==> src/rtl/bbus_pkg.sv <==
package bbus_pkg;

   localparam int unsigned TICK_W = 8;

   typedef logic [TICK_W-1:0] tick_t;

   // Transceiver direction encoding, also the captured cycle type
   typedef enum logic {
      DIR_TO_MEM = 1'b0,
      DIR_TO_CPU = 1'b1
   } xdir_e;

   function automatic bit fits_tick(input int unsigned v);
      return v <= (1 << TICK_W);
   endfunction

endpackage

==> src/rtl/bbus_phase_gen.sv <==
module bbus_phase_gen
   import bbus_pkg::*;
#(
   parameter int unsigned PH_HI = 8,
   parameter int unsigned PH_LO = 8
) (
   input  logic  clk,
   input  logic  rst,
   output logic  phi2,
   output tick_t tick,
   output logic  lo_last
);

   localparam tick_t HI_END = tick_t'(PH_HI - 1);
   localparam tick_t LO_END = tick_t'(PH_LO - 1);

   logic at_end;

   assign at_end = (tick == (phi2 ? HI_END : LO_END));

   always_ff @(posedge clk) begin
      if (rst) begin
         phi2 <= 1'b0;
         tick <= '0;
      end else if (at_end) begin
         phi2 <= ~phi2;
         tick <= '0;
      end else begin
         tick <= tick + 1'b1;
      end
   end

   // last tick of the low phase: rising edge of phi2 follows
   assign lo_last = !phi2 && at_end;

endmodule

==> src/rtl/bbus_bank_latch.sv <==
module bbus_bank_latch #(
   parameter  int unsigned BANK_W = 8,
   parameter  int unsigned ADDR_W = 16,
   localparam int unsigned MA_W   = BANK_W + ADDR_W
) (
   input  logic              clk,
   input  logic              rst,
   input  logic              phi2,
   input  logic [BANK_W-1:0] cpu_data,
   input  logic [ADDR_W-1:0] cpu_addr,
   output logic [MA_W-1:0]   mem_addr
);

   logic [BANK_W-1:0] bank_q;
   logic              open_w;

   assign open_w = !phi2 && !rst;

   // last sample taken is the edge on which phi2 rises
   always_ff @(posedge clk) begin
      if (rst) begin
         bank_q <= '0;
      end else if (!phi2) begin
         bank_q <= cpu_data;
      end
   end

   assign mem_addr = {(open_w ? cpu_data : bank_q), cpu_addr};

endmodule

==> src/rtl/bbus_cs_decode.sv <==
module bbus_cs_decode #(
   parameter int unsigned                AW       = 24,
   parameter int unsigned                NCS      = 3,
   parameter bit                         PRIORITY = 1'b1,
   parameter logic [NCS-1:0][AW-1:0]     BASE     = '0,
   parameter logic [NCS-1:0][AW-1:0]     MASK     = '0
) (
   input  logic           en,
   input  logic [AW-1:0]  addr,
   output logic [NCS-1:0] sel
);

   logic [NCS-1:0] hit;

   for (genvar i = 0; i < NCS; i++) begin : g_match
      assign hit[i] = ((addr & MASK[i]) == BASE[i]);
   end

   if (PRIORITY) begin : g_prio
      logic [NCS-1:0] win;
      always_comb begin
         win = '0;
         for (int i = NCS - 1; i >= 0; i--) begin
            if (hit[i]) begin
               win    = '0;
               win[i] = 1'b1;
            end
         end
      end
      assign sel = en ? win : '0;
   end else begin : g_flat
      assign sel = en ? hit : '0;
   end

endmodule

==> src/rtl/bbus_xcvr_ctrl.sv <==
module bbus_xcvr_ctrl
   import bbus_pkg::*;
#(
   parameter int unsigned PH_HI   = 8,
   parameter int unsigned STB_DLY = 2,
   parameter int unsigned EN_LEAD = 3,
   parameter int unsigned EN_HOLD = 2
) (
   input  logic  clk,
   input  logic  rst,
   input  logic  phi2,
   input  tick_t tick,
   input  logic  lo_last,
   input  logic  cpu_rw_n,
   output logic  addr_stb,
   output logic  xcvr_oe,
   output logic  xcvr_to_cpu
);

   localparam tick_t RD_OPEN = tick_t'(PH_HI - EN_LEAD);
   localparam tick_t RD_SHUT = tick_t'(EN_HOLD);
   localparam tick_t STB_AT  = tick_t'(STB_DLY);

   xdir_e dir_q;
   logic  hi_win;
   logic  lo_win;

   // cycle type frozen on the rising edge; held through the next hold window
   always_ff @(posedge clk) begin
      if (rst) begin
         dir_q <= DIR_TO_MEM;
      end else if (lo_last) begin
         dir_q <= cpu_rw_n ? DIR_TO_CPU : DIR_TO_MEM;
      end
   end

   always_comb begin
      if (dir_q == DIR_TO_CPU) begin
         hi_win = (tick >= RD_OPEN);
         lo_win = (tick < RD_SHUT);
      end else begin
         hi_win = 1'b1;
         lo_win = 1'b0;
      end
   end

   assign xcvr_oe     = !rst && (phi2 ? hi_win : lo_win);
   assign xcvr_to_cpu = (dir_q == DIR_TO_CPU);
   assign addr_stb    = !rst && phi2 && (tick >= STB_AT);

endmodule

==> src/rtl/bbus_ctrl.sv <==
module bbus_ctrl
   import bbus_pkg::*;
#(
   parameter  int unsigned PH_HI       = 8,
   parameter  int unsigned PH_LO       = 8,
   parameter  int unsigned STB_DLY     = 2,
   parameter  int unsigned EN_LEAD     = 3,
   parameter  int unsigned EN_HOLD     = 2,
   parameter  int unsigned CPU_REL     = 3,
   parameter  int unsigned BANK_DLY    = 3,
   parameter  int unsigned BANK_W      = 8,
   parameter  int unsigned ADDR_W      = 16,
   parameter  int unsigned NCS         = 3,
   parameter  bit          CS_PRIORITY = 1'b1,
   localparam int unsigned MA_W        = BANK_W + ADDR_W,
   parameter  logic [NCS-1:0][MA_W-1:0] CS_BASE =
      {24'hFF0000, 24'h000000, 24'h00C000},
   parameter  logic [NCS-1:0][MA_W-1:0] CS_MASK =
      {24'hFF0000, 24'hFF0000, 24'hFFF000}
) (
   input  logic              clk,
   input  logic              rst,
   input  logic [ADDR_W-1:0] cpu_addr,
   input  logic [BANK_W-1:0] cpu_data,
   input  logic              cpu_rw_n,
   output logic              phi2,
   output logic [MA_W-1:0]   mem_addr,
   output logic              addr_stb,
   output logic [NCS-1:0]    chip_sel,
   output logic              xcvr_oe,
   output logic              xcvr_to_cpu
);

   // elaboration-time configuration checks
   if (PH_HI < 2 || PH_LO < 2 || !fits_tick(PH_HI) || !fits_tick(PH_LO)) begin : g_bad_len
      $error("bbus_ctrl: phase lengths must be 2..2**TICK_W ticks");
   end
   if (EN_LEAD == 0 || EN_LEAD > PH_HI) begin : g_bad_lead
      $error("bbus_ctrl: enable lead must be 1..PH_HI ticks");
   end
   if (EN_LEAD > PH_HI - CPU_REL) begin : g_bad_rel
      $error("bbus_ctrl: enable lead overlaps the CPU bus release time");
   end
   if (EN_HOLD >= BANK_DLY || EN_HOLD >= PH_LO) begin : g_bad_hold
      $error("bbus_ctrl: enable hold overlaps the CPU bank-byte drive");
   end
   if (STB_DLY == 0 || STB_DLY >= PH_HI) begin : g_bad_stb
      $error("bbus_ctrl: strobe delay must fall inside the high phase");
   end
   if (BANK_DLY >= PH_LO) begin : g_bad_bank
      $error("bbus_ctrl: bank byte must appear before phi2 rises");
   end

   tick_t tick;
   logic  lo_last;

   bbus_phase_gen #(
      .PH_HI (PH_HI),
      .PH_LO (PH_LO)
   ) u_phase (
      .clk     (clk),
      .rst     (rst),
      .phi2    (phi2),
      .tick    (tick),
      .lo_last (lo_last)
   );

   bbus_bank_latch #(
      .BANK_W (BANK_W),
      .ADDR_W (ADDR_W)
   ) u_bank (
      .clk      (clk),
      .rst      (rst),
      .phi2     (phi2),
      .cpu_data (cpu_data),
      .cpu_addr (cpu_addr),
      .mem_addr (mem_addr)
   );

   bbus_cs_decode #(
      .AW       (MA_W),
      .NCS      (NCS),
      .PRIORITY (CS_PRIORITY),
      .BASE     (CS_BASE),
      .MASK     (CS_MASK)
   ) u_cs (
      .en   (!rst),
      .addr (mem_addr),
      .sel  (chip_sel)
   );

   bbus_xcvr_ctrl #(
      .PH_HI   (PH_HI),
      .STB_DLY (STB_DLY),
      .EN_LEAD (EN_LEAD),
      .EN_HOLD (EN_HOLD)
   ) u_xcvr (
      .clk         (clk),
      .rst         (rst),
      .phi2        (phi2),
      .tick        (tick),
      .lo_last     (lo_last),
      .cpu_rw_n    (cpu_rw_n),
      .addr_stb    (addr_stb),
      .xcvr_oe     (xcvr_oe),
      .xcvr_to_cpu (xcvr_to_cpu)
   );

endmodule

==> config.mk <==
export PLATFORM = sky130hd
export DESIGN_NAME = bbus_ctrl
export DESIGN_NICKNAME = d
export VERILOG_FILES = /design/src/rtl/bbus_pkg.sv /design/src/rtl/bbus_phase_gen.sv /design/src/rtl/bbus_bank_latch.sv /design/src/rtl/bbus_cs_decode.sv /design/src/rtl/bbus_xcvr_ctrl.sv /design/src/rtl/bbus_ctrl.sv
export SDC_FILE = /design/constraint.sdc
export NUM_CORES = 1
export LEC_CHECK = 0
export BUFFER_PORTS_ARGS = -buffer_cell sky130_fd_sc_hd__clkbuf_2
export CAP_MARGIN = 20
export CORE_MARGIN = 2
export CORE_UTILIZATION = 27
export CTS_CLUSTER_SIZE = 40
export DETAILED_ROUTE_END_ITERATION = 10
export HOLD_SLACK_MARGIN = 0.05
export MAX_ROUTING_LAYER = met4
export SYNTH_ARGS = -nofsm -noshare
export SYNTH_HDL_FRONTEND = slang
export SYNTH_SLANG_ARGS = --single-unit
==> constraint.sdc <==
create_clock -name clk -period 2.8 [get_ports clk]
set_input_delay 0.42 -clock clk [delete_from_list [all_inputs] [get_ports clk]]
set_output_delay 0.42 -clock clk [all_outputs]
set_load 0.02 [all_outputs]
# --- Yosys cells after proc, flatten, opt, wreduce, memory -nomap -nowiden ---
# Index checks and enable logic that the tools add are counted.
word_totals:
  inputBits: 27
  word_cells: 30
  output_inout_bits: 31
  reg_bits: 18
classes:
  add_sub_neg: 1
  n_mux: 9
  bitwise_logic: 1
  reduce_logical: 9
  n_eq_ne: 3
  n_lt_le_gt_ge: 3
op_table:
  columns: ["cell", "n"]
  rows:
  - ["24-bit logical NOT", 1]
  - ["12-bit by 4-bit == test with 1-bit output, second input constant", 1]
  - ["3-bit 2-to-1 mux", 4]
  - ["8-bit by 1-bit adder with 8-bit output, second input constant", 1]
  - ["8-bit by 3-bit == test with 1-bit output, second input constant", 1]
  - ["8-bit == test, second input constant", 1]
  - ["8-bit by 2-bit >= comparator with 1-bit output, second input constant", 1]
  - ["8-bit by 3-bit >= comparator with 1-bit output, second input constant", 1]
  - ["8-bit by 2-bit < comparator with 1-bit output, second input constant", 1]
  - ["8-bit 2-to-1 mux", 1]
  - ["1-bit logical AND", 5]
  - ["1-bit 2-to-1 mux", 4]
  - ["1-bit logical NOT", 2]
  - ["2-bit OR reduction", 1]
  - ["1-bit inverter", 1]

# --- Longest topological paths before layout ---
depth:
  ltp_word: 8
  mapped_depth: 6
  depth_no_buf: 6

# --- Hierarchy ---
# A second synthesis with hierarchy kept.
hier_totals:
  hier_cells: 117
  hier_area_um2: 1076.0
by_module_without_submodules:
  columns: ["module", "seq_area_each_um2", "cells_each", "instances", "area_each_um2"]
  rows:
  - ["bbus_bank_latch", 160.2, 51, 1, 519.2]
  - ["bbus_phase_gen", 180.2, 42, 1, 374.1]
  - ["bbus_xcvr_ctrl", 20.0, 13, 1, 100.1]
  - ["bbus_cs_decode", 0.0, 10, 1, 78.8]
  - ["bbus_ctrl", 0.0, 1, 1, 3.8]

# --- Least setup slack after synthesis ---
# OpenSTA, ideal clock, no wires.
synth_path:
  path_kind: "register to output"
  start: "register u_bank.bank_q[7]"
  end: "output chip_sel[1]"
  setup_slack_ps: 973
  t_arrival_ps: 1407
  path_stages_with_launch: 4
  path_cell_list: "dfxtp_1 -> or4_1 -> o31ai_1 -> nor2b_1"
synth_via:
  elab_chain_len: 5
synth_lines:
  columns: ["element", "line_no", "source"]
  rows:
  - ["from (decl)", "bbus_bank_latch.sv:14", "logic [BANK_W-1:0] bank_q;"]
  - ["from (signal assigned)", "bbus_bank_latch.sv:24", "bank_q <= cpu_data;"]
  - ["8-bit 2-to-1 mux (*)", "bbus_bank_latch.sv:28", "assign mem_addr = {(open_w ? cpu_data : bank_q), cpu_addr};"]
  - ["24-bit logical NOT", "bbus_cs_decode.sv:16", "assign hit[i] = ((addr & MASK[i]) == BASE[i]);"]
  - ["3-bit 2-to-1 mux", "bbus_cs_decode.sv:24", "if (hit[i]) begin"]
  - ["3-bit 2-to-1 mux (*)", "bbus_cs_decode.sv:24", null]
  - ["3-bit 2-to-1 mux (*)", "bbus_cs_decode.sv:30", "assign sel = en ? win : '0;"]
  - ["to (decl)", "bbus_ctrl.sv:29", "output logic [NCS-1:0] chip_sel,"]
# Mark *: on every way between the ends. The rest lies on a longest branch, timed or not.

# --- Worst setup path after layout ---
layout_path:
  start: "register u_phase.phi2"
  end: "output chip_sel[1]"
layout_via:
  elab_chain_len: 7
layout_lines:
  columns: ["element", "line_no", "source"]
  rows:
  - ["from (decl)", "bbus_phase_gen.sv:9", "output logic phi2,"]
  - ["from (signal assigned)", "bbus_phase_gen.sv:26", "phi2 <= ~phi2;"]
  - ["1-bit logical NOT (*)", null, null]
  - ["1-bit logical AND (*)", "bbus_bank_latch.sv:17", "assign open_w = !phi2 && !rst;"]
  - ["8-bit 2-to-1 mux (*)", "bbus_bank_latch.sv:28", null]
  - ["24-bit logical NOT", "bbus_cs_decode.sv:16", null]
  - ["3-bit 2-to-1 mux", "bbus_cs_decode.sv:24", null]
  - ["3-bit 2-to-1 mux (*)", "bbus_cs_decode.sv:24", null]
  - ["3-bit 2-to-1 mux (*)", "bbus_cs_decode.sv:30", null]
# Marked as above.

==> impl_results.md <==
- Status: complete, no violations
- Startpoint of the worst hold path: cpu_rw_n
- Wire per inst: 11.39 µm
- Initial Util: 0.2839
- Sequential cell area fraction in the yosys report: 0.3151
- Vias in the first global route: 868
- Hold Vio Cnt, Final: 0
- Synth area leader: dfxtp_1
- Max Clk Rate: 423.3 MHz
- Area grow syn2layout: 11.27%
- P per Cell Area: 430.5 nW/µm²
- FFs w/ async S/R, synth: 0
- CP Data Required Time: between 2 and 2.5 ns
- Clock Skew: 0.0007284 ns
- Grt total ovfl: 0
- Layout cells sized above 1: 0.3158
- Core Util, Final: 0.3158
- Post-DP HPWL: 1819 µm
- Ant diodes: 0
- CTS tree: done
- Antenna viol nets, final: 0
- Clock latency on the worst-skew pair: 0.25 ns
- Sink Count: 18
- Mean post-synth cell area: 8.409 µm²
- Total CTS buffers: 3
- Die H: approximately 69 µm
- Arrival time at the worst endpoint: 1.94 ns
- Total wire length: 2300 µm
- Hold crit path type: in -> reg
- Critical path startpoint category: register
- Worst hold margin: roughly 0.4 ns
- Register area: between 300 and 400 µm²
- # port buffers: 33
- Unrepaired setup endpoints after global routing: no
- Clk pin slew, worst setup/hold paths: ~0.070 ns
- VDD IR max: between 0.1 and 0.15 mV
- Tmin final: 2.362 ns
- I/O pins: 58
- Most frequent cells after synthesis: nor2_1 (23), dfxtp_1 (18), buf_4 (16), mux2_2 (8), mux2i_1 (8)
- #FFs+latches synth: 18
- Final net count: 185
- GP Congestion: 0.8096
- Core footprint: 4029 µm²
- Die width: 69.08 µm
- Netlist cell types: 31
- Syn nets: 167
- Post-synth EDFFs: 0
- DRT met1 WL: about 1100 µm
- Crit Path Max Fanout: 15
- Placement Rows: 23
- Total Neg Setup Slack: 0 ns
- Fin. max-slew vios: 0
- Pre-antenna DRT Iters: 4
- Fillers: 442
- Largest net degree at the start of global routing: 17
- Mapped Area: between 1000 and 1500 µm²
- Worst setup path start: u_phase.phi2
- Multi-input logic area: approximately 620 µm²
- Slew @ Worst Pin: around 0.66 ns
- Worst rel slew slack: 0.5569
- Clock Root Buffer: clkbuf_8
- Total number of vias: 941
- Worst r2r src: u_phase.tick[4]
- Crit Path Class: reg -> out
- First-pass GRT wire length: 3850 µm
- Crit end category: output pin
- PostCTS Resize Cnt: 0
- Antenna violations before repair: 0
- Vias per Instance: 4.658
- Drc violations: 0
- Yosys top cell area share: 0.3151
- Die area: about 4800 µm²
- Total power: 0.5478 mW
- Syn Inst Count: 136
- CTS Hold Buffers Added: 0
- Final setup fails: 0
- Top Layer Used: met4
- Synthesis warning total: 0
- Met3 Wirelength: approximately 130 µm
- Total Routing Usage GR: 0.09981
- Main synth FF type: dfxtp_1
- Dominant cells by area after synthesis: dfxtp_1 (32%), buf_4 (11%), mux2_2 (7.9%)
- WL met2: 1075 µm
- H-tree depth: 1
- Period utilization: 0.8436
- Count leader, synth: nor2_1
- Max-capacitance violation count: 0
- Post-CTS setup repair buffer count: 0
- Static leakage power: 0.5279 nW
- DRT iter0 DRCs: 54
- Clock buffer depth: 2
placed cells by master, fill, tap and decap left out, types with 2 or more instances in the layout:
| master | instances |
|---|---|
| nand2_1 | 7 |
| mux2_2 | 8 |
| nor3_1 | 4 |
| o21ai_0 | 4 |
| ha_1 | 4 |
| xnor2_1 | 3 |
| inv_1 | 5 |
| clkbuf_2 | 33 |
| or4_1 | 2 |
| nand2b_1 | 2 |
| nor4_1 | 2 |
| clkbuf_8 | 3 |
| nor2_1 | 23 |
| mux2i_1 | 8 |
| nand4_1 | 2 |
| dfxtp_1 | 18 |
| a21oi_1 | 6 |
| xor2_1 | 2 |
| nand3_1 | 5 |
power by group:
group	switching [mW]	total, mW	leakage (nW)	internal (mW)
logic	0.0508	0.0896	0.358	0.0387
registers	0.0128	0.279	0.148	0.266
clock network	0.0834	0.179	0.0216	0.0955
total	0.147	0.548	0.528	0.401
registers in the layout, indices dropped and copies added, names as in the netlist:
name	cells
u_bank.bank_q	8
u_xcvr.xcvr_to_cpu	1
u_phase.phi2	1
u_phase.tick	8
final cells by class:
cell class	instances	share of cell area
Clock buffer	3	0.03245
Inverter	5	0.01475
Multi-Input combinational cell	92	0.4848
Sequential cell	18	0.2832
Tap cell	50	0.04916
Timing Repair Buffer	34	0.1357
per-stage QoR:
stage / setup slack, ns / instance area, µm² / std cells
5_1_grt: 0.2946 / 1272 / 202
3_5_place_dp: 0.7103 / 1231 / 199
2_1_floorplan: 0.9733 / 1144 / 136
3_3_place_gp: 0.7757 / 1231 / 199
6_report: 0.4378 / 1272 / 202
4_1_cts: 0.4337 / 1272 / 202
cells by family after synthesis:
kind of cell	Yosys count	share of synthesized area
AOI/OAI and AO/OA	11	0.05033
DFF	18	0.3151
buffers and inverters	26	0.1455
muxes	16	0.1488
and+or+nand+nor	56	0.2582
adders and majority gates	4	0.04377
xor gates and xnor gates	5	0.03830
final timing paths:
check             cells after the start  slack, ns                 end
setup / recovery                      4       0.44         chip_sel[1]
hold / removal                        3       0.40  u_xcvr.xcvr_to_cpu
setup reg to reg                      4       1.25     u_phase.tick[5]
hold reg to reg                       1       0.48     u_phase.tick[0]
per-layer routing:
| metal | vias up | track usage |
|---|---|---|
| met1 | 426 | 0.1298 |
| met5 | - | - |
| li1 | 482 | - |
| met3 | 2 | 0.01462 |
| met2 | 31 | 0.1506 |
| met4 | 0 | 0.05011 |
worst max-delay path: stages, from the launching register on:
cell	delay, ns
dfxtp_1	0.75
nand2b_1	0.21
o31ai_1	0.38
nor2b_1	0.18
clkbuf_2	0.17
Note: power is estimated with default switching activity, not from simulation.
